### config.mk
export PLATFORM = sky130hd
export DESIGN_NAME = load_issue_ctrl
export DESIGN_NICKNAME = d
export VERILOG_FILES = /design/src/rtl/lic_pkg.sv /design/src/rtl/lic_gate.sv /design/src/rtl/lic_issue.sv /design/src/rtl/lic_track.sv /design/src/rtl/lic_blocked.sv /design/src/rtl/load_issue_ctrl.sv
export SDC_FILE = /design/constraint.sdc
export NUM_CORES = 1
export LEC_CHECK = 0
export BUFFER_PORTS_ARGS = -buffer_cell sky130_fd_sc_hd__buf_4
export CORE_MARGIN = 5
export CORE_UTILIZATION = 55
export DETAILED_ROUTE_END_ITERATION = 7
export HOLD_SLACK_MARGIN = 0.03
export PLACE_DENSITY = 0.79
export RECOVER_POWER = 50
export SYNTH_ARGS = -nofsm -noshare
export SYNTH_HDL_FRONTEND = slang
export SYNTH_SLANG_ARGS = --single-unit
### constraint.sdc
create_clock -name clk -period 9.4 [get_ports clk]
set_clock_uncertainty 0.1 [all_clocks]
set_input_delay 1.41 -clock clk [delete_from_list [all_inputs] [get_ports clk]]
set_output_delay 1.41 -clock clk [all_outputs]
set_load 0.02 [all_outputs]
### src/rtl/lic_pkg.sv
`timescale 1ns/1ps
package lic_pkg;
  typedef enum logic [1:0] {
    ST_IDLE = 2'd0,
    ST_LO   = 2'd1,
    ST_HI   = 2'd2
  } lic_state_t;

  typedef enum logic [1:0] {
    CL_RESCHED = 2'd0,
    CL_BLOCK   = 2'd1,
    CL_ISSUE   = 2'd2
  } lic_class_t;
endpackage

### src/rtl/lic_gate.sv
`timescale 1ns/1ps
module lic_gate
  import lic_pkg::*;
#(
  parameter int IDX_W     = 4,
  parameter int NUM_PORTS = 2,
  parameter int PC_W      = 3
) (
  input  logic             req_valid,
  input  logic [IDX_W-1:0] req_idx,
  input  logic [IDX_W-1:0] head_idx,
  input  logic             req_uncached,
  input  logic             req_at_commit,
  input  logic             req_split,
  input  logic             cache_blocked,
  input  logic             tick,
  input  logic             idle,
  input  logic [PC_W-1:0]  ports_used,
  output logic             req_ready,
  output logic             accept,
  output lic_class_t       cls,
  output logic [PC_W-1:0]  need,
  output logic [PC_W-1:0]  port_base
);
  logic head_ok;
  logic fits;

  always_comb begin
    port_base = tick ? '0 : ports_used;
    need      = req_split ? PC_W'(2) : PC_W'(1);
    fits      = (int'(port_base) + int'(need)) <= NUM_PORTS;
    req_ready = idle && fits;
    accept    = req_valid && req_ready;
  end

  always_comb begin
    head_ok = (req_idx == head_idx) && req_at_commit;
    if (req_uncached && !head_ok) begin
      cls = CL_RESCHED;
    end else if (cache_blocked) begin
      cls = CL_BLOCK;
    end else begin
      cls = CL_ISSUE;
    end
  end
endmodule

### src/rtl/lic_issue.sv
`timescale 1ns/1ps
module lic_issue
  import lic_pkg::*;
#(
  parameter int ADDR_W     = 32,
  parameter int IDX_W      = 4,
  parameter int SEQ_W      = 16,
  parameter int LINE_BYTES = 16,
  parameter int NUM_PORTS  = 2,
  parameter int PC_W       = 3,
  parameter int OFF_W      = 4,
  parameter int SZ_W       = 5
) (
  input  logic              clk,
  input  logic              rst,
  input  logic              accept,
  input  lic_class_t        cls,
  input  logic [PC_W-1:0]   need,
  input  logic [PC_W-1:0]   port_base,
  input  logic [IDX_W-1:0]  req_idx,
  input  logic [SEQ_W-1:0]  req_seq,
  input  logic [ADDR_W-1:0] req_addr,
  input  logic [SZ_W-1:0]   req_size,
  input  logic              req_split,
  input  logic              mem_ready,
  output logic              mem_valid,
  output logic [ADDR_W-1:0] mem_addr,
  output logic [SZ_W-1:0]   mem_size,
  output logic [SZ_W-1:0]   mem_off,
  output logic              mem_hi,
  output logic [IDX_W-1:0]  mem_idx,
  output logic              resched_valid,
  output logic [IDX_W-1:0]  resched_idx,
  output logic              retry,
  output logic [PC_W-1:0]   ports_used,
  output logic              idle,
  output logic              set_valid,
  output logic [IDX_W-1:0]  set_idx,
  output logic [1:0]        set_cnt,
  output logic              lo_fail,
  output logic              hi_fail,
  output logic [IDX_W-1:0]  fail_idx,
  output logic              blk_ev,
  output logic [SEQ_W-1:0]  blk_ev_seq
);
  localparam int LINE_HI_W = ADDR_W - OFF_W;

  lic_state_t        st_q;
  logic [IDX_W-1:0]  idx_q;
  logic [SEQ_W-1:0]  seq_q;
  logic [ADDR_W-1:0] addr_q;
  logic [SZ_W-1:0]   size_q;
  logic [SZ_W-1:0]   lo_q;
  logic              split_q;
  logic [SZ_W-1:0]   lo_sz;
  logic [LINE_HI_W-1:0] next_line;
  logic              issue_acc;
  logic              block_acc;
  logic              resched_acc;

  // Classified acceptance events
  always_comb begin
    issue_acc   = accept && (cls == CL_ISSUE);
    block_acc   = accept && (cls == CL_BLOCK);
    resched_acc = accept && (cls == CL_RESCHED);
  end

  // Size of the low part: up to the end of the line for a split load
  always_comb begin
    if (req_split) begin
      lo_sz = SZ_W'(LINE_BYTES) - {1'b0, req_addr[OFF_W-1:0]};
    end else begin
      lo_sz = req_size;
    end
  end

  // Request fields, derived from the held load
  always_comb begin
    next_line = addr_q[ADDR_W-1:OFF_W] + LINE_HI_W'(1);
    idle      = (st_q == ST_IDLE);
    mem_valid = !idle;
    mem_hi    = (st_q == ST_HI);
    mem_idx   = idx_q;
    if (st_q == ST_HI) begin
      mem_addr = {next_line, {OFF_W{1'b0}}};
      mem_size = size_q - lo_q;
      mem_off  = lo_q;
    end else begin
      mem_addr = addr_q;
      mem_size = lo_q;
      mem_off  = '0;
    end
  end

  // Events towards the completion table and the blocked-load record
  always_comb begin
    set_valid  = issue_acc;
    set_idx    = req_idx;
    set_cnt    = req_split ? 2'd2 : 2'd1;
    lo_fail    = (st_q == ST_LO) && !mem_ready;
    hi_fail    = (st_q == ST_HI) && !mem_ready;
    fail_idx   = idx_q;
    blk_ev     = block_acc || lo_fail || hi_fail;
    blk_ev_seq = block_acc ? req_seq : seq_q;
  end

  // Issue sequencer
  always_ff @(posedge clk) begin
    if (rst) begin
      st_q    <= ST_IDLE;
      idx_q   <= '0;
      seq_q   <= '0;
      addr_q  <= '0;
      size_q  <= '0;
      lo_q    <= '0;
      split_q <= 1'b0;
    end else begin
      unique case (st_q)
        ST_IDLE: begin
          if (issue_acc) begin
            st_q    <= ST_LO;
            idx_q   <= req_idx;
            seq_q   <= req_seq;
            addr_q  <= req_addr;
            size_q  <= req_size;
            lo_q    <= lo_sz;
            split_q <= req_split;
          end
        end
        ST_LO: begin
          if (mem_ready && split_q) begin
            st_q <= ST_HI;
          end else begin
            st_q <= ST_IDLE;
          end
        end
        ST_HI: begin
          st_q <= ST_IDLE;
        end
        default: begin
          st_q <= ST_IDLE;
        end
      endcase
    end
  end

  // Registered side outputs and per-cycle port count
  always_ff @(posedge clk) begin
    if (rst) begin
      resched_valid <= 1'b0;
      resched_idx   <= '0;
      retry         <= 1'b0;
      ports_used    <= '0;
    end else begin
      resched_valid <= resched_acc;
      resched_idx   <= req_idx;
      retry         <= lo_fail || hi_fail;
      ports_used    <= port_base + (issue_acc ? need : '0);
    end
  end


  ports_cap_chk: assert property (@(posedge clk) disable iff (rst)
    int'(ports_used) <= NUM_PORTS);


  hi_after_lo_chk: assert property (@(posedge clk) disable iff (rst)
    (st_q == ST_HI) |-> $past(st_q == ST_LO && mem_ready));


  resched_quiet_chk: assert property (@(posedge clk) disable iff (rst)
    resched_valid |-> $past(st_q == ST_IDLE));


  retry_src_chk: assert property (@(posedge clk) disable iff (rst)
    retry |-> $past(st_q != ST_IDLE && !mem_ready));
endmodule

### src/rtl/lic_track.sv
`timescale 1ns/1ps
module lic_track #(
  parameter int IDX_W = 4
) (
  input  logic             clk,
  input  logic             rst,
  input  logic             set_valid,
  input  logic [IDX_W-1:0] set_idx,
  input  logic [1:0]       set_cnt,
  input  logic             lo_fail,
  input  logic             hi_fail,
  input  logic [IDX_W-1:0] fail_idx,
  input  logic             rsp_valid,
  input  logic [IDX_W-1:0] rsp_idx,
  output logic             done_valid,
  output logic [IDX_W-1:0] done_idx
);
  localparam int NE = 1 << IDX_W;

  logic [1:0]    cnt_q [NE];
  logic [1:0]    cnt_d [NE];
  logic [NE-1:0] live;
  logic [NE-1:0] rsp_hit;
  logic [NE-1:0] fail_hit;
  logic [NE-1:0] set_hit;
  logic [NE-1:0] clr_hit;
  logic [NE-1:0] drain;

  for (genvar e = 0; e < NE; e++) begin : g_ent
    assign live[e]     = (cnt_q[e] != 2'd0);
    assign rsp_hit[e]  = rsp_valid && (rsp_idx == IDX_W'(e)) && live[e];
    assign fail_hit[e] = hi_fail && (fail_idx == IDX_W'(e)) && live[e];
    assign set_hit[e]  = set_valid && (set_idx == IDX_W'(e));
    assign clr_hit[e]  = lo_fail && (fail_idx == IDX_W'(e));
    assign drain[e]    = rsp_hit[e] && !set_hit[e] && !clr_hit[e] &&
                         (cnt_d[e] == 2'd0);
  end

  // Next count for each entry: load, discard, or count down
  always_comb begin
    for (int e = 0; e < NE; e++) begin
      logic [1:0] dec;
      dec = {1'b0, rsp_hit[e]} + {1'b0, fail_hit[e]};
      if (set_hit[e]) begin
        cnt_d[e] = set_cnt;
      end else if (clr_hit[e]) begin
        cnt_d[e] = 2'd0;
      end else if (dec >= cnt_q[e]) begin
        cnt_d[e] = 2'd0;
      end else begin
        cnt_d[e] = cnt_q[e] - dec;
      end
    end
  end

  always_ff @(posedge clk) begin
    if (rst) begin
      for (int e = 0; e < NE; e++) begin
        cnt_q[e] <= 2'd0;
      end
      done_valid <= 1'b0;
      done_idx   <= '0;
    end else begin
      for (int e = 0; e < NE; e++) begin
        cnt_q[e] <= cnt_d[e];
      end
      done_valid <= |drain;
      done_idx   <= rsp_idx;
    end
  end


  done_src_chk: assert property (@(posedge clk) disable iff (rst)
    done_valid |-> ($past(rsp_valid) && done_idx == $past(rsp_idx)));
endmodule

### src/rtl/lic_blocked.sv
`timescale 1ns/1ps
module lic_blocked #(
  parameter int SEQ_W = 16
) (
  input  logic             clk,
  input  logic             rst,
  input  logic             ev,
  input  logic [SEQ_W-1:0] ev_seq,
  input  logic             clr,
  input  logic             ack,
  output logic             blk_valid,
  output logic [SEQ_W-1:0] blk_seq,
  output logic             blk_handled
);
  logic take;

  always_comb begin
    take = ev && (!blk_valid || (ev_seq < blk_seq));
  end

  always_ff @(posedge clk) begin
    if (rst) begin
      blk_valid   <= 1'b0;
      blk_seq     <= '0;
      blk_handled <= 1'b0;
    end else begin
      if (take) begin
        blk_valid   <= 1'b1;
        blk_seq     <= ev_seq;
        blk_handled <= 1'b0;
      end else begin
        if (clr) begin
          blk_valid <= 1'b0;
        end
        if (ack) begin
          blk_handled <= 1'b1;
        end
      end
    end
  end


  oldest_kept_chk: assert property (@(posedge clk) disable iff (rst)
    ($past(blk_valid) && blk_valid && !$past(clr)) |-> (blk_seq <= $past(blk_seq)));


  clear_only_chk: assert property (@(posedge clk) disable iff (rst)
    ($past(blk_valid) && !blk_valid) |-> $past(clr));
endmodule

### src/rtl/load_issue_ctrl.sv
`timescale 1ns/1ps
module load_issue_ctrl
  import lic_pkg::*;
#(
  parameter int ADDR_W     = 32,
  parameter int IDX_W      = 4,
  parameter int SEQ_W      = 16,
  parameter int LINE_BYTES = 16,
  parameter int NUM_PORTS  = 2
) (
  input  logic                            clk,
  input  logic                            rst,
  input  logic                            tick,
  input  logic                            req_valid,
  output logic                            req_ready,
  input  logic [IDX_W-1:0]                req_idx,
  input  logic [SEQ_W-1:0]                req_seq,
  input  logic [ADDR_W-1:0]               req_addr,
  input  logic [$clog2(LINE_BYTES):0]     req_size,
  input  logic                            req_uncached,
  input  logic                            req_at_commit,
  input  logic                            req_split,
  input  logic [IDX_W-1:0]                head_idx,
  input  logic                            cache_blocked,
  output logic                            mem_valid,
  input  logic                            mem_ready,
  output logic [ADDR_W-1:0]               mem_addr,
  output logic [$clog2(LINE_BYTES):0]     mem_size,
  output logic [$clog2(LINE_BYTES):0]     mem_off,
  output logic                            mem_hi,
  output logic [IDX_W-1:0]                mem_idx,
  input  logic                            rsp_valid,
  input  logic [IDX_W-1:0]                rsp_idx,
  output logic                            resched_valid,
  output logic [IDX_W-1:0]                resched_idx,
  output logic                            retry,
  output logic                            done_valid,
  output logic [IDX_W-1:0]                done_idx,
  input  logic                            blk_clear,
  input  logic                            blk_ack,
  output logic                            blk_valid,
  output logic [SEQ_W-1:0]                blk_seq,
  output logic                            blk_handled,
  output logic [$clog2(NUM_PORTS+3)-1:0]  ports_used
);
  localparam int OFF_W = $clog2(LINE_BYTES);
  localparam int SZ_W  = OFF_W + 1;
  localparam int PC_W  = $clog2(NUM_PORTS + 3);

  logic             accept;
  lic_class_t       cls;
  logic [PC_W-1:0]  need;
  logic [PC_W-1:0]  port_base;
  logic             idle;
  logic             set_valid;
  logic [IDX_W-1:0] set_idx;
  logic [1:0]       set_cnt;
  logic             lo_fail;
  logic             hi_fail;
  logic [IDX_W-1:0] fail_idx;
  logic             blk_ev;
  logic [SEQ_W-1:0] blk_ev_seq;

  lic_gate #(
    .IDX_W(IDX_W), .NUM_PORTS(NUM_PORTS), .PC_W(PC_W)
  ) u_gate (
    .req_valid(req_valid), .req_idx(req_idx), .head_idx(head_idx),
    .req_uncached(req_uncached), .req_at_commit(req_at_commit),
    .req_split(req_split), .cache_blocked(cache_blocked), .tick(tick),
    .idle(idle), .ports_used(ports_used), .req_ready(req_ready),
    .accept(accept), .cls(cls), .need(need), .port_base(port_base)
  );

  lic_issue #(
    .ADDR_W(ADDR_W), .IDX_W(IDX_W), .SEQ_W(SEQ_W), .LINE_BYTES(LINE_BYTES),
    .NUM_PORTS(NUM_PORTS), .PC_W(PC_W), .OFF_W(OFF_W), .SZ_W(SZ_W)
  ) u_issue (
    .clk(clk), .rst(rst), .accept(accept), .cls(cls), .need(need),
    .port_base(port_base), .req_idx(req_idx), .req_seq(req_seq),
    .req_addr(req_addr), .req_size(req_size), .req_split(req_split),
    .mem_ready(mem_ready), .mem_valid(mem_valid), .mem_addr(mem_addr),
    .mem_size(mem_size), .mem_off(mem_off), .mem_hi(mem_hi),
    .mem_idx(mem_idx), .resched_valid(resched_valid),
    .resched_idx(resched_idx), .retry(retry), .ports_used(ports_used),
    .idle(idle), .set_valid(set_valid), .set_idx(set_idx),
    .set_cnt(set_cnt), .lo_fail(lo_fail), .hi_fail(hi_fail),
    .fail_idx(fail_idx), .blk_ev(blk_ev), .blk_ev_seq(blk_ev_seq)
  );

  lic_track #(
    .IDX_W(IDX_W)
  ) u_track (
    .clk(clk), .rst(rst), .set_valid(set_valid), .set_idx(set_idx),
    .set_cnt(set_cnt), .lo_fail(lo_fail), .hi_fail(hi_fail),
    .fail_idx(fail_idx), .rsp_valid(rsp_valid), .rsp_idx(rsp_idx),
    .done_valid(done_valid), .done_idx(done_idx)
  );

  lic_blocked #(
    .SEQ_W(SEQ_W)
  ) u_blocked (
    .clk(clk), .rst(rst), .ev(blk_ev), .ev_seq(blk_ev_seq),
    .clr(blk_clear), .ack(blk_ack), .blk_valid(blk_valid),
    .blk_seq(blk_seq), .blk_handled(blk_handled)
  );
endmodule

==> results of run 1 <==
[path summary, 6_finish.rpt]
check                                      endpoint  cells after the start
setup reg to reg  u_blocked.blk_seq[0]$_SDFFE_PP0P_                     17
hold reg to reg      u_issue.seq_q[13]$_SDFFE_PP0P_                      2
setup / recovery  u_blocked.blk_seq[0]$_SDFFE_PP0P_                     16
hold / removal       u_issue.seq_q[13]$_SDFFE_PP0P_                      2
[registers in the layout (all words and copies together), names as in the netlist]
name                   flops
u_issue.addr_q            32
u_track.cnt_q             32
u_blocked.blk_seq         16
u_issue.seq_q             16
u_issue.lo_q               5
u_issue.size_q             5
u_issue.fail_idx           4
u_issue.resched_idx        4
u_track.done_idx           4
u_issue.ports_used         3
u_issue.st_q               2
u_blocked.blk_handled      1
u_blocked.blk_valid        1
u_issue.resched_valid      1
u_issue.retry              1
u_issue.split_q            1
u_track.done_valid         1
[Yosys cell counts (14+ instances only)]
master    instances  share of area [%]
a21oi_1          96                5.6
nand3_1          36                2.1
nand2b_1         14                1.0
mux2_2           28                3.7
xnor2_1          24                2.4
xor2_1           14                1.4
nand4_1          30                2.2
clkbuf_1         46                2.0
nor2_1           64                2.8
o21ai_0          19                1.1
ha_1             72                 10
fa_1             19                4.4
nor2b_1          19                1.4
dfxtp_1         129                 30
inv_1           105                4.6
mux2i_1          20                2.3
nand2_1         203                8.9
nor3_1           29                1.7
[placed cells by master (no fill, tap or decap), types with 7 or more instances in the layout]
cell,Yosys,final
nor3_1,29,29
and3_1,12,12
nand2_1,203,203
and2_0,0,7
dfxtp_1,129,129
nor4_1,7,7
a21o_1,8,8
clkbuf_1,46,74
nor2_1,64,64
xor2_1,14,14
buf_4,1,90
mux2i_1,20,20
ha_1,72,72
clkbuf_16,0,17
nor2b_1,19,19
inv_1,105,105
mux2_2,28,28
nand3b_1,13,13
a21oi_1,96,96
o21ai_0,19,19
a211oi_1,11,11
fa_1,19,19
nand3_1,36,36
nand2b_1,14,14
xnor2_1,24,24
nand4_1,30,30
[layer usage]
metal,up-vias,global-route usage [%]
met5,-,0
met4,0,9.01
met3,58,5.40
met2,272,42.0
met1,3802,31.3
li1,3997,-
[worst min-delay path, stage by stage, from the launching register on]
cell	delay [ns]
dfxtp_1	0.30
nand2_1	0.05
a21oi_1	0.05
[where the power goes]
part	leakage [uW]	total [uW]	internal (uW)	switching [uW]
Sequential	0.00105	574	561	12.2
Clock	0.000290	667	402	265
Combinational	0.00259	169	66.8	102
Total	0.00392	1410	1030	379
[final cells by class]
type                       instances  share of cell area [%]
timing repair buffer             164                    9.36
inverter                         106                    3.91
clock buffer                      18                    4.31
clock inverter                    14                    1.54
multi-input combinational        811                    52.9
tap                              211                    2.59
sequential                       129                    25.3
[metrics by stage]
stage               setup slack [ns]  std cells  total power (uW)
floorplan                       3.50       1102               689
detailed placement              2.53       1421               761
global placement                2.66       1421               758
finish                          1.64       1453              1410
CTS                             2.90       1453              1430
global route                    1.29       1453              1460
[cells by family after synthesis]
| logic type | Yosys count | synth area share [%] |
|---|---|---|
| AO/OA/AOI/OAI | 172 | 12.4 |
| XOR/XNOR | 38 | 3.87 |
| adder cells (fa/ha/maj) | 91 | 14.9 |
| buffers and inverters | 162 | 7.31 |
| flip-flops | 129 | 30.0 |
| multiplexers | 48 | 5.99 |
| AND/OR/NAND/NOR | 462 | 25.5 |
==> impl_metrics.json, run 1 <==
{
  "period_share_pct": 82.6,
  "grt-ovfl-total": 0,
  "syn_area_per_cell_um2": 7.81,
  "crit_buf_inv": 2,
  "rsz0062_at_grt": "no",
  "syn_nets": 1270,
  "multi_input_area_um2": 5390,
  "cp_slowest_cell": "clkbuf_1",
  "cts_made_buffers": 17,
  "yosys_warnings": 0,
  "yosysSeqAreaShare_pct": 30.0,
  "regToRegSetupSlack_ns": 3.98,
  "dr_wl_met3_mm": 1.56,
  "slew_violations": 184,
  "start_util_pct": 56.4,
  "area_growth_pct": 18.4,
  "path_clk_slew_ns": 0.06,
  "top_layer_used": "met4",
  "drv_cap": 3,
  "post_drt_wl_per_cell_um": 15.8,
  "clk-insertion-delay-late_ns": 0.42,
  "slew-limit-headroom_pct": -172,
  "grt_pass1_vias": 7834,
  "setup.worst_path.class": "in2reg",
  "antenna_found_initial": 0,
  "io_buffer_count": 157,
  "cts_buffer_depth": 2,
  "arrival_ns": 7.78,
  "grt_pass1_wl_mm": 37.3,
  "cts_hold_buf": 0,
  "synth-main-ff-cell": "dfxtp_1",
  "placed_area_um2": 9870,
  "synth_cell_types": 58,
  "postRouteAntennaNets": 0,
  "remaining_drc_errors": 0,
  "fmax_mhz": 129,
  "dieArea_um2": 18200,
  "min_period_ns": 7.76,
  "nets": 1397,
  "violations": "max-capacitance violations, max-slew violations",
  "tightest_slew_ns": 4.08,
  "cts_max_level": 4,
  "critPathLaunch": "req_split",
  "drtIter0Drc": 537,
  "io_pins": 158,
  "postLayoutCellArea_um2": 10200,
  "cp_top_family": "compound AO/OA/AOI/OAI gates",
  "r2r_start": "u_issue.ports_used[0]$_SDFF_PP0_",
  "post-cts-setup-buffers": 0,
  "syn_area_um2": 8600,
  "syn_inst": 1102,
  "grtUsageTotal_pct": 24.9,
  "drive_above_1_share_pct": 12.6,
  "cts_tree": "yes",
  "post-route-util_pct": 66.8,
  "post_cts_resized": 0,
  "cts.sinks": 129,
  "setup_viol": 0,
  "whs_ns": 0.351,
  "coreArea_um2": 15300,
  "drt_pre_antenna_iters": 5,
  "min_from": "u_issue.seq_q[13]$_SDFFE_PP0P_",
  "routed_via_density": 5.59,
  "endpoint_kind": "flip-flop",
  "required_ns": 9.41,
  "synth-edff-count": 0,
  "seqCellArea_um2": 2580,
  "wl_met1_mm": 9.74,
  "diodes": 0,
  "chipWidth_um": 135,
  "gp_congestion": 0.919,
  "hold_class": "reg2reg",
  "finalHoldViolCount": 0,
  "dpl.hpwl_mm": 16.7,
  "cp_slowest_stage_delay_ns": 1.14,
  "synth-seq-cells": 129,
  "dr_wl_met2_mm": 11.0,
  "rows": 45,
  "crit_path_cell_trace": "clkbuf_1, inv_1, fa_1, a211oi_1, mux2i_1, nor2_1, nand3_2, mux2_2, ha_1, a21o_1, a21o_1, a211oi_1, nand2b_1, a221oi_1, a21o_1, a211oi_1",
  "grt_start_max_net_pins": 90,
  "crit_fanout": 31,
  "powerDensity_nw_per_um2": 138,
  "clock-root-buffer": "clkbuf_16",
  "p_leak_uw": 0.00392,
  "status": "complete, but fails checks",
  "filler_cell_count": 1348,
  "die_h_um": 135,
  "wl_mm": 22.9,
  "ir_worst_vdd_mv": 0.136,
  "vias": 8129,
  "critPathLaunchType": "input pin",
  "setup_tns_ns": 0,
  "async_flop_share_pct": 0
}
Note: power is estimated with default switching activity, not from simulation.
==> inputs of run 2 (changes only) <==
--- a/config.mk
+++ b/config.mk
@@ -5,12 +5,13 @@
 export SDC_FILE = /design/constraint.sdc
 export NUM_CORES = 1
 export LEC_CHECK = 0
+export ABC_AREA = 1
 export BUFFER_PORTS_ARGS = -buffer_cell sky130_fd_sc_hd__buf_4
 export CORE_MARGIN = 5
-export CORE_UTILIZATION = 55
+export CORE_UTILIZATION = 51
 export DETAILED_ROUTE_END_ITERATION = 7
 export HOLD_SLACK_MARGIN = 0.03
-export PLACE_DENSITY = 0.79
+export PLACE_DENSITY = 0.77
 export RECOVER_POWER = 50
 export SYNTH_ARGS = -nofsm -noshare
 export SYNTH_HDL_FRONTEND = slang
==> constraint.sdc (replaced) <==
create_clock -name clk -period 6.7 [get_ports clk]
set_clock_uncertainty 0.1 [all_clocks]
set_input_delay 1.005 -clock clk [delete_from_list [all_inputs] [get_ports clk]]
set_output_delay 1.005 -clock clk [all_outputs]
set_load 0.02 [all_outputs]
==> run 2 against run 1 <==
The run still ends with max-capacitance violations, max-slew violations left. Count of clock-buffer cells in the layout stayed put. Sequential share of layout area is 0.11 points lower. Synthesized area is 0.17% lower. Total power is 50% higher. Combinational power is 71% higher. Sequential cell count stayed put. Final cell count is 12% higher. Utilization is 4.8 points lower. Synthesized cell count is 14% higher. Critical endpoint is now mem_addr[31]. Largest cell class unchanged. Largest power group unchanged.
==> impl_metrics.json, run 2 <==
{
  "io_buffer_count": 157,
  "drive_above_1_share_pct": 11.5,
  "syn_area_per_cell_um2": 6.85,
  "endpoint_kind": "primary output",
  "rows": 47,
  "rsz0062_at_grt": "no",
  "synthTopCellsByCount": "inv_1 (219), nor2_1 (199), nand2_1 (171)",
  "worstHoldPathCells": 2,
  "cts.sinks": 129,
  "hold_class": "reg2reg",
  "async_flop_share_pct": 0,
  "r2r_cells": 18,
  "syn_nets": 1422,
  "die_h_um": 140,
  "comb_power_share_pct": 13.7,
  "post-route-util_pct": 61.9,
  "syn_inst": 1254,
  "period_share_pct": 77.5,
  "io_pins": 158,
  "whs_ns": 0.352,
  "grt-ovfl-total": 0,
  "dieArea_um2": 19500,
  "synth-edff-count": 0,
  "post_cts_resized": 0,
  "status": "complete, but fails checks",
  "min_from": "u_issue.split_q$_SDFFE_PP0P_",
  "p_leak_uw": 0.00449,
  "synthTopCellsByArea": "dfxtp_1 (30%), ha_1 (10%), inv_1 (9.6%)",
  "postRouteAntennaNets": 0,
  "drtIter0Drc": 576,
  "synth_top_area_share_pct": 30.1,
  "diodes": 0,
  "chipWidth_um": 140,
  "synth-main-ff-cell": "dfxtp_1",
  "powerDensity_nw_per_um2": 206,
  "clk-insertion-delay-late_ns": 0.42,
  "arrival_ns": 4.09,
  "slew_violations": 158,
  "yosysMostFrequentCell": "inv_1",
  "post_drt_wl_per_cell_um": 13.6,
  "synth-seq-cells": 129,
  "postLayoutCellArea_um2": 10200,
  "start_util_pct": 52.0,
  "grtUsageTotal_pct": 22.3,
  "cts_max_level": 4,
  "finalHoldViolCount": 0,
  "yosysTopAreaCell": "dfxtp_1",
  "slew-limit-headroom_pct": -90.8,
  "crit_fanout": 14,
  "area_growth_pct": 19.1,
  "yosysSeqAreaShare_pct": 30.1,
  "drt_pre_antenna_iters": 5,
  "min_to": "u_issue.st_q[1]$_SDFFE_PP0P_",
  "grt_pass1_wl_mm": 36.5,
  "violations": "max-capacitance violations, max-slew violations",
  "grt_start_max_net_pins": 99,
  "synth_cell_types": 43,
  "p_clk_share_pct": 47.6,
  "layout_common_cells": "inv_1 (221), nor2_1 (203), nand2_1 (172)",
  "setup.worst_path.class": "reg2out",
  "cts_made_buffers": 17,
  "final_common_cell": "inv_1",
  "required_ns": 5.59,
  "wl_mm": 22.0,
  "pwr-share-seq_pct": 38.8,
  "cts_tree": "yes",
  "cts_hold_buf": 0,
  "antenna_found_initial": 0,
  "p_sw_uw": 566,
  "setup_viol": 0,
  "yosys_warnings": 0,
  "grt_pass1_vias": 7795,
  "ir_worst_vdd_mv": 0.206,
  "coreArea_um2": 16500,
  "path_clk_slew_ns": 0.06,
  "gp_congestion": 0.939,
  "min_period_ns": 5.20,
  "critPathLaunchType": "flip-flop",
  "vias": 8310,
  "placed_area_um2": 9880,
  "p_total_uw": 2110,
  "regToRegSetupSlack_ns": 1.84,
  "drv_cap": 2,
  "clock-root-buffer": "clkbuf_16",
  "dpl.hpwl_mm": 16.4,
  "fmax_mhz": 192,
  "cts_buffer_depth": 2,
  "post-cts-setup-buffers": 0,
  "r2r_start": "u_issue.st_q[1]$_SDFFE_PP0P_",
  "syn_area_um2": 8590,
  "setup_tns_ns": 0,
  "nets": 1559,
  "routed_via_density": 5.12,
  "tightest_slew_ns": 2.86,
  "p_int_uw": 1540,
  "remaining_drc_errors": 0,
  "switching_share_pct": 26.8,
  "top_regs": "u_issue.addr_q: 32 flops, u_track.cnt_q: 32 flops",
  "timing.rr.end": "u_track.done_valid$_SDFF_PP0_"
}
[run 2: worst max-delay path by stage]
| stage | startpoint | endpoint | slack [ns] | cells past startpoint |
|---|---|---|---|---|
| floorplan | req_split | u_blocked.blk_seq[12]$_SDFFE_PP0P_ | 2.11 | 25 |
| global placement | req_split | u_blocked.blk_seq[9]$_SDFFE_PP0P_ | 1.78 | 22 |
| detailed placement | req_split | u_blocked.blk_seq[8]$_SDFFE_PP0P_ | 1.63 | 24 |
| CTS | req_split | u_blocked.blk_seq[13]$_SDFFE_PP0P_ | 2.05 | 24 |
| global route | u_issue.st_q[1]$_SDFFE_PP0P_ | mem_addr[31] | 1.05 | 15 |
| finish | u_issue.st_q[1]$_SDFFE_PP0P_ | mem_addr[31] | 1.50 | 15 |
[run 2: worst max-delay path: stages, from the launching register on]
cell and delay, ns:
dfxtp_1 0.32, inv_1 0.05, nor2_1 0.66, inv_1 0.42, nor3_1 0.46, nand3_2 0.14
nor3_1 0.32, nand3_2 0.14, nor2_2 0.14, nand4_1 0.12, nor2_2 0.13, nand3_1 0.13
nor2_2 0.17, nand4_1 0.13, xor2_1 0.16, buf_4 0.16
[run 2: kinds of logic after synthesis]
family / count (synthesis) / share of synthesized area (%)
buffers and inverters: 271 / 12.2
and+or+nand+nor: 515 / 26.5
DFF: 129 / 30.1
adders and majority gates: 91 / 14.9
AOI/OAI and AO/OA: 219 / 13.4
xor gates and xnor gates: 29 / 2.96
[run 2: final cells by class]
type                       count  area, um^2
fill                        1553        6290
multi-input combinational    854        4900
sequential                   129        2580
timing repair buffer         160         978
inverter                     229         860
clock buffer                  18         439
tap                          220         275
clock inverter                14         203
[run 2: through the flow]
stage | instances | setup WS, ns
after global routing | 1624 | 1.05
after floorplan | 1254 | 2.11
after global placement | 1592 | 1.78
final | 1624 | 1.50
after CTS | 1624 | 2.05
after detailed placement | 1592 | 1.63
[run 2: power groups by stage]
| stage | registers, uW | logic, uW | clock network (uW) |
|---|---|---|---|
| 6_report | 817 | 289 | 1000 |
| 5_1_grt | 820 | 325 | 1050 |
| 4_1_cts | 817 | 305 | 1020 |
| 3_5_place_dp | 833 | 303 | 0 |
| 3_3_place_gp | 833 | 299 | 0 |
| 2_1_floorplan | 844 | 174 | 0 |
[run 2: metal layers]
metal | global-route usage, % | vias to the layer above | wire, um
li1 | - | 4242 | -
met1 | 28.5 | 3756 | 9570
met2 | 38.0 | 278 | 10400
met3 | 4.60 | 34 | 1600
met4 | 6.94 | 0 | 415
met5 | 0 | - | 0
==> inputs of run 3 (changes only) <==
--- a/config.mk
+++ b/config.mk
@@ -5,7 +5,7 @@
 export SDC_FILE = /design/constraint.sdc
 export NUM_CORES = 1
 export LEC_CHECK = 0
-export ABC_AREA = 1
+export ABC_AREA = 0
 export BUFFER_PORTS_ARGS = -buffer_cell sky130_fd_sc_hd__buf_4
 export CORE_MARGIN = 5
 export CORE_UTILIZATION = 51
==> constraint.sdc (replaced) <==
create_clock -name clk -period 4.2 [get_ports clk]
set_clock_uncertainty 0.1 [all_clocks]
set_input_delay 0.63 -clock clk [delete_from_list [all_inputs] [get_ports clk]]
set_output_delay 0.63 -clock clk [all_outputs]
set_load 0.02 [all_outputs]
==> run 3 against run 2 <==
Clock power grew 74%. Design area grew 5.0%. Sequential share of layout area shrank 1.2 points. Count of clock-buffer cells in the layout grew 3. Register-to-register slack lost 1.6 ns. The run now ends clean. Total power grew 63%.
==> impl_metrics.json, run 3 (synthesized netlist as in run 1, its figures left out) <==
{
  "status": "finished, final reports clean",
  "endpoint_kind": "flip-flop",
  "ir_worst_vdd_mv": 0.290,
  "tightest_slew_ns": 1.13,
  "start_util_pct": 51.9,
  "grt_pass1_vias": 8139,
  "min_from": "u_issue.addr_q[2]$_SDFFE_PP0P_",
  "coreArea_um2": 16600,
  "final_common_cell": "nand2_1",
  "crit_path_cell_trace": "nor2b_4, ha_4, inv_2, fa_1, a211oi_1, mux2i_1, nor2_4, nand3_4, buf_4, mux2_4, ha_4, a21o_1, a21o_1, a211oi_2, nand2b_1, a221oi_2, a21o_1, buf_12, mux2i_1",
  "antenna_found_initial": 0,
  "chipWidth_um": 140,
  "cp_slowest_cell": "fa_1",
  "slew_violations": 0,
  "period_share_pct": 95.4,
  "drtIter0Drc": 562,
  "setup_tns_ns": 0,
  "powerDensity_nw_per_um2": 320,
  "cts_buffer_depth": 2,
  "timing.rr.end": "u_blocked.blk_seq[4]$_SDFFE_PP0P_",
  "crit_path_frequent_cell": "a21o_1",
  "finalNonFillerCells": 1503,
  "grt-ovfl-total": 0,
  "grt_start_max_net_pins": 104,
  "hold_class": "reg2reg",
  "p_leak_uw": 0.00421,
  "postLayoutCellArea_um2": 10700,
  "regToRegSetupSlack_ns": 0.19,
  "cp_slowest_stage_delay_ns": 0.37,
  "layout_common_cells": "nand2_1 (203), buf_4 (130), dfxtp_1 (129)",
  "io_pins": 158,
  "slew-limit-headroom_pct": 24.5,
  "clock-root-buffer": "clkbuf_16",
  "rows": 47,
  "post_drt_wl_per_cell_um": 16.2,
  "area_growth_pct": 24.9,
  "die_h_um": 140,
  "diodes": 0,
  "drv_cap": 0,
  "post-cts-setup-buffers": 0,
  "placed_area_um2": 10300,
  "fmax_mhz": 250,
  "crit_fanout": 13,
  "grt_pass1_wl_mm": 39.7,
  "grtUsageTotal_pct": 24.6,
  "setup_viol": 0,
  "routed_via_density": 5.55,
  "nets": 1438,
  "setup.worst_path.class": "reg2reg",
  "min_period_ns": 4.01,
  "clk-insertion-delay-late_ns": 0.42,
  "cts_tree": "yes",
  "path_clk_slew_ns": 0.06,
  "drive_above_1_share_pct": 16.4,
  "critPathLaunchType": "flip-flop",
  "arrival_ns": 4.25,
  "wl_mm": 24.3,
  "finalHoldViolCount": 0,
  "required_ns": 4.44,
  "dp_cells": 1471,
  "remaining_drc_errors": 0,
  "dpl.hpwl_mm": 18.0,
  "r2r_start": "u_issue.ports_used[0]$_SDFF_PP0_",
  "top_regs": "u_issue.addr_q: 32 flops, u_track.cnt_q: 32 flops",
  "io_buffer_count": 157,
  "postRouteAntennaNets": 0,
  "cts_made_buffers": 17,
  "cts.sinks": 129,
  "r2r_cells": 19,
  "min_to": "u_issue.addr_q[2]$_SDFFE_PP0P_",
  "gp_congestion": 0.959,
  "drt_pre_antenna_iters": 5,
  "cts_max_level": 4,
  "dieArea_um2": 19600,
  "worstHoldPathCells": 2,
  "vias": 8335,
  "rsz0062_at_grt": "no"
}
run 3: changes by cell type in the layout (fill, tap and decap cells not counted), moves of 13 or more:
cell / delta
mux2_2: +27
o21ai_0: -59
nor3_1: -20
inv_1: -118
xor2_1: -13
clkbuf_1: +14
xnor2_1: +22
nand2b_1: +13
o21ai_1: -16
mux2i_1: +20
nand2_1: +31
nor2b_1: +18
buf_4: +30
nor2_1: -140
run 3: worst max-delay path: cells and delay by family (launching register included):
family,cells,cell delay (ns)
AO/OA/AOI/OAI,6,1.17
buffers and inverters,3,0.38
AND/OR/NAND/NOR,4,0.53
adder cells (fa/ha/maj),3,0.74
flip-flops,1,0.34
multiplexers,3,0.67
run 3: cell type report:
cell class | instances | area, um^2
clock inverter | 11 | 223
tap | 220 | 275
sequential | 129 | 2580
clock buffer | 21 | 470
fill | 1516 | 5840
multi-input combinational | 811 | 5480
inverter | 106 | 414
timing repair buffer | 205 | 1290
run 3: per-stage QoR:
| step | total power [uW] | setup slack, ns | hold WS (ns) | util [%] |
|---|---|---|---|---|
| after global routing | 3570 | 0.0119 | 0.352 | 64.8 |
| after global placement | 1740 | -0.0850 | 0.339 | 62.3 |
| after detailed placement | 1750 | -0.165 | 0.343 | 62.3 |
| after CTS | 3480 | 0.169 | 0.346 | 66.4 |
| after floorplan | 1560 | -0.0686 | 0.314 | - |
| final | 3440 | 0.193 | 0.351 | 64.8 |
run 3: power breakdown:
part | switching (uW) | internal, uW | leakage (uW)
logic | 244 | 178 | 0.00283
clock network | 571 | 1170 | 0.000334
registers | 26.2 | 1260 | 0.00105
total | 841 | 2600 | 0.00421
run 3: layer usage:
layer | share of wire (%) | vias up | track usage [%]
met4 | 3.1 | 0 | 8.62
met5 | 0 | - | 0
met3 | 6.7 | 56 | 4.57
met2 | 49 | 284 | 42.1
met1 | 41 | 3915 | 31.1
li1 | - | 4080 | -
run 3: worst max-delay path by stage:
| stage | from | end | slack (ns) | cells past startpoint |
|---|---|---|---|---|
| 3_3_place_gp | tick | u_blocked.blk_seq[14]$_SDFFE_PP0P_ | -0.09 | 20 |
| 3_5_place_dp | tick | u_blocked.blk_seq[13]$_SDFFE_PP0P_ | -0.17 | 20 |
| 4_1_cts | u_issue.ports_used[0]$_SDFF_PP0_ | u_blocked.blk_seq[4]$_SDFFE_PP0P_ | 0.17 | 19 |
| 2_1_floorplan | req_split | u_blocked.blk_seq[11]$_SDFFE_PP0P_ | -0.07 | 21 |
| 6_report | u_issue.ports_used[0]$_SDFF_PP0_ | u_blocked.blk_seq[4]$_SDFFE_PP0P_ | 0.19 | 19 |
| 5_1_grt | u_issue.ports_used[0]$_SDFF_PP0_ | u_blocked.blk_seq[6]$_SDFFE_PP0P_ | 0.01 | 19 |
run 3: what timing repair did:
action,4_1_cts,5_1_grt
endpoints found under the setup margin,0,18
gates resized for setup,0,3
hold buffers,0,0
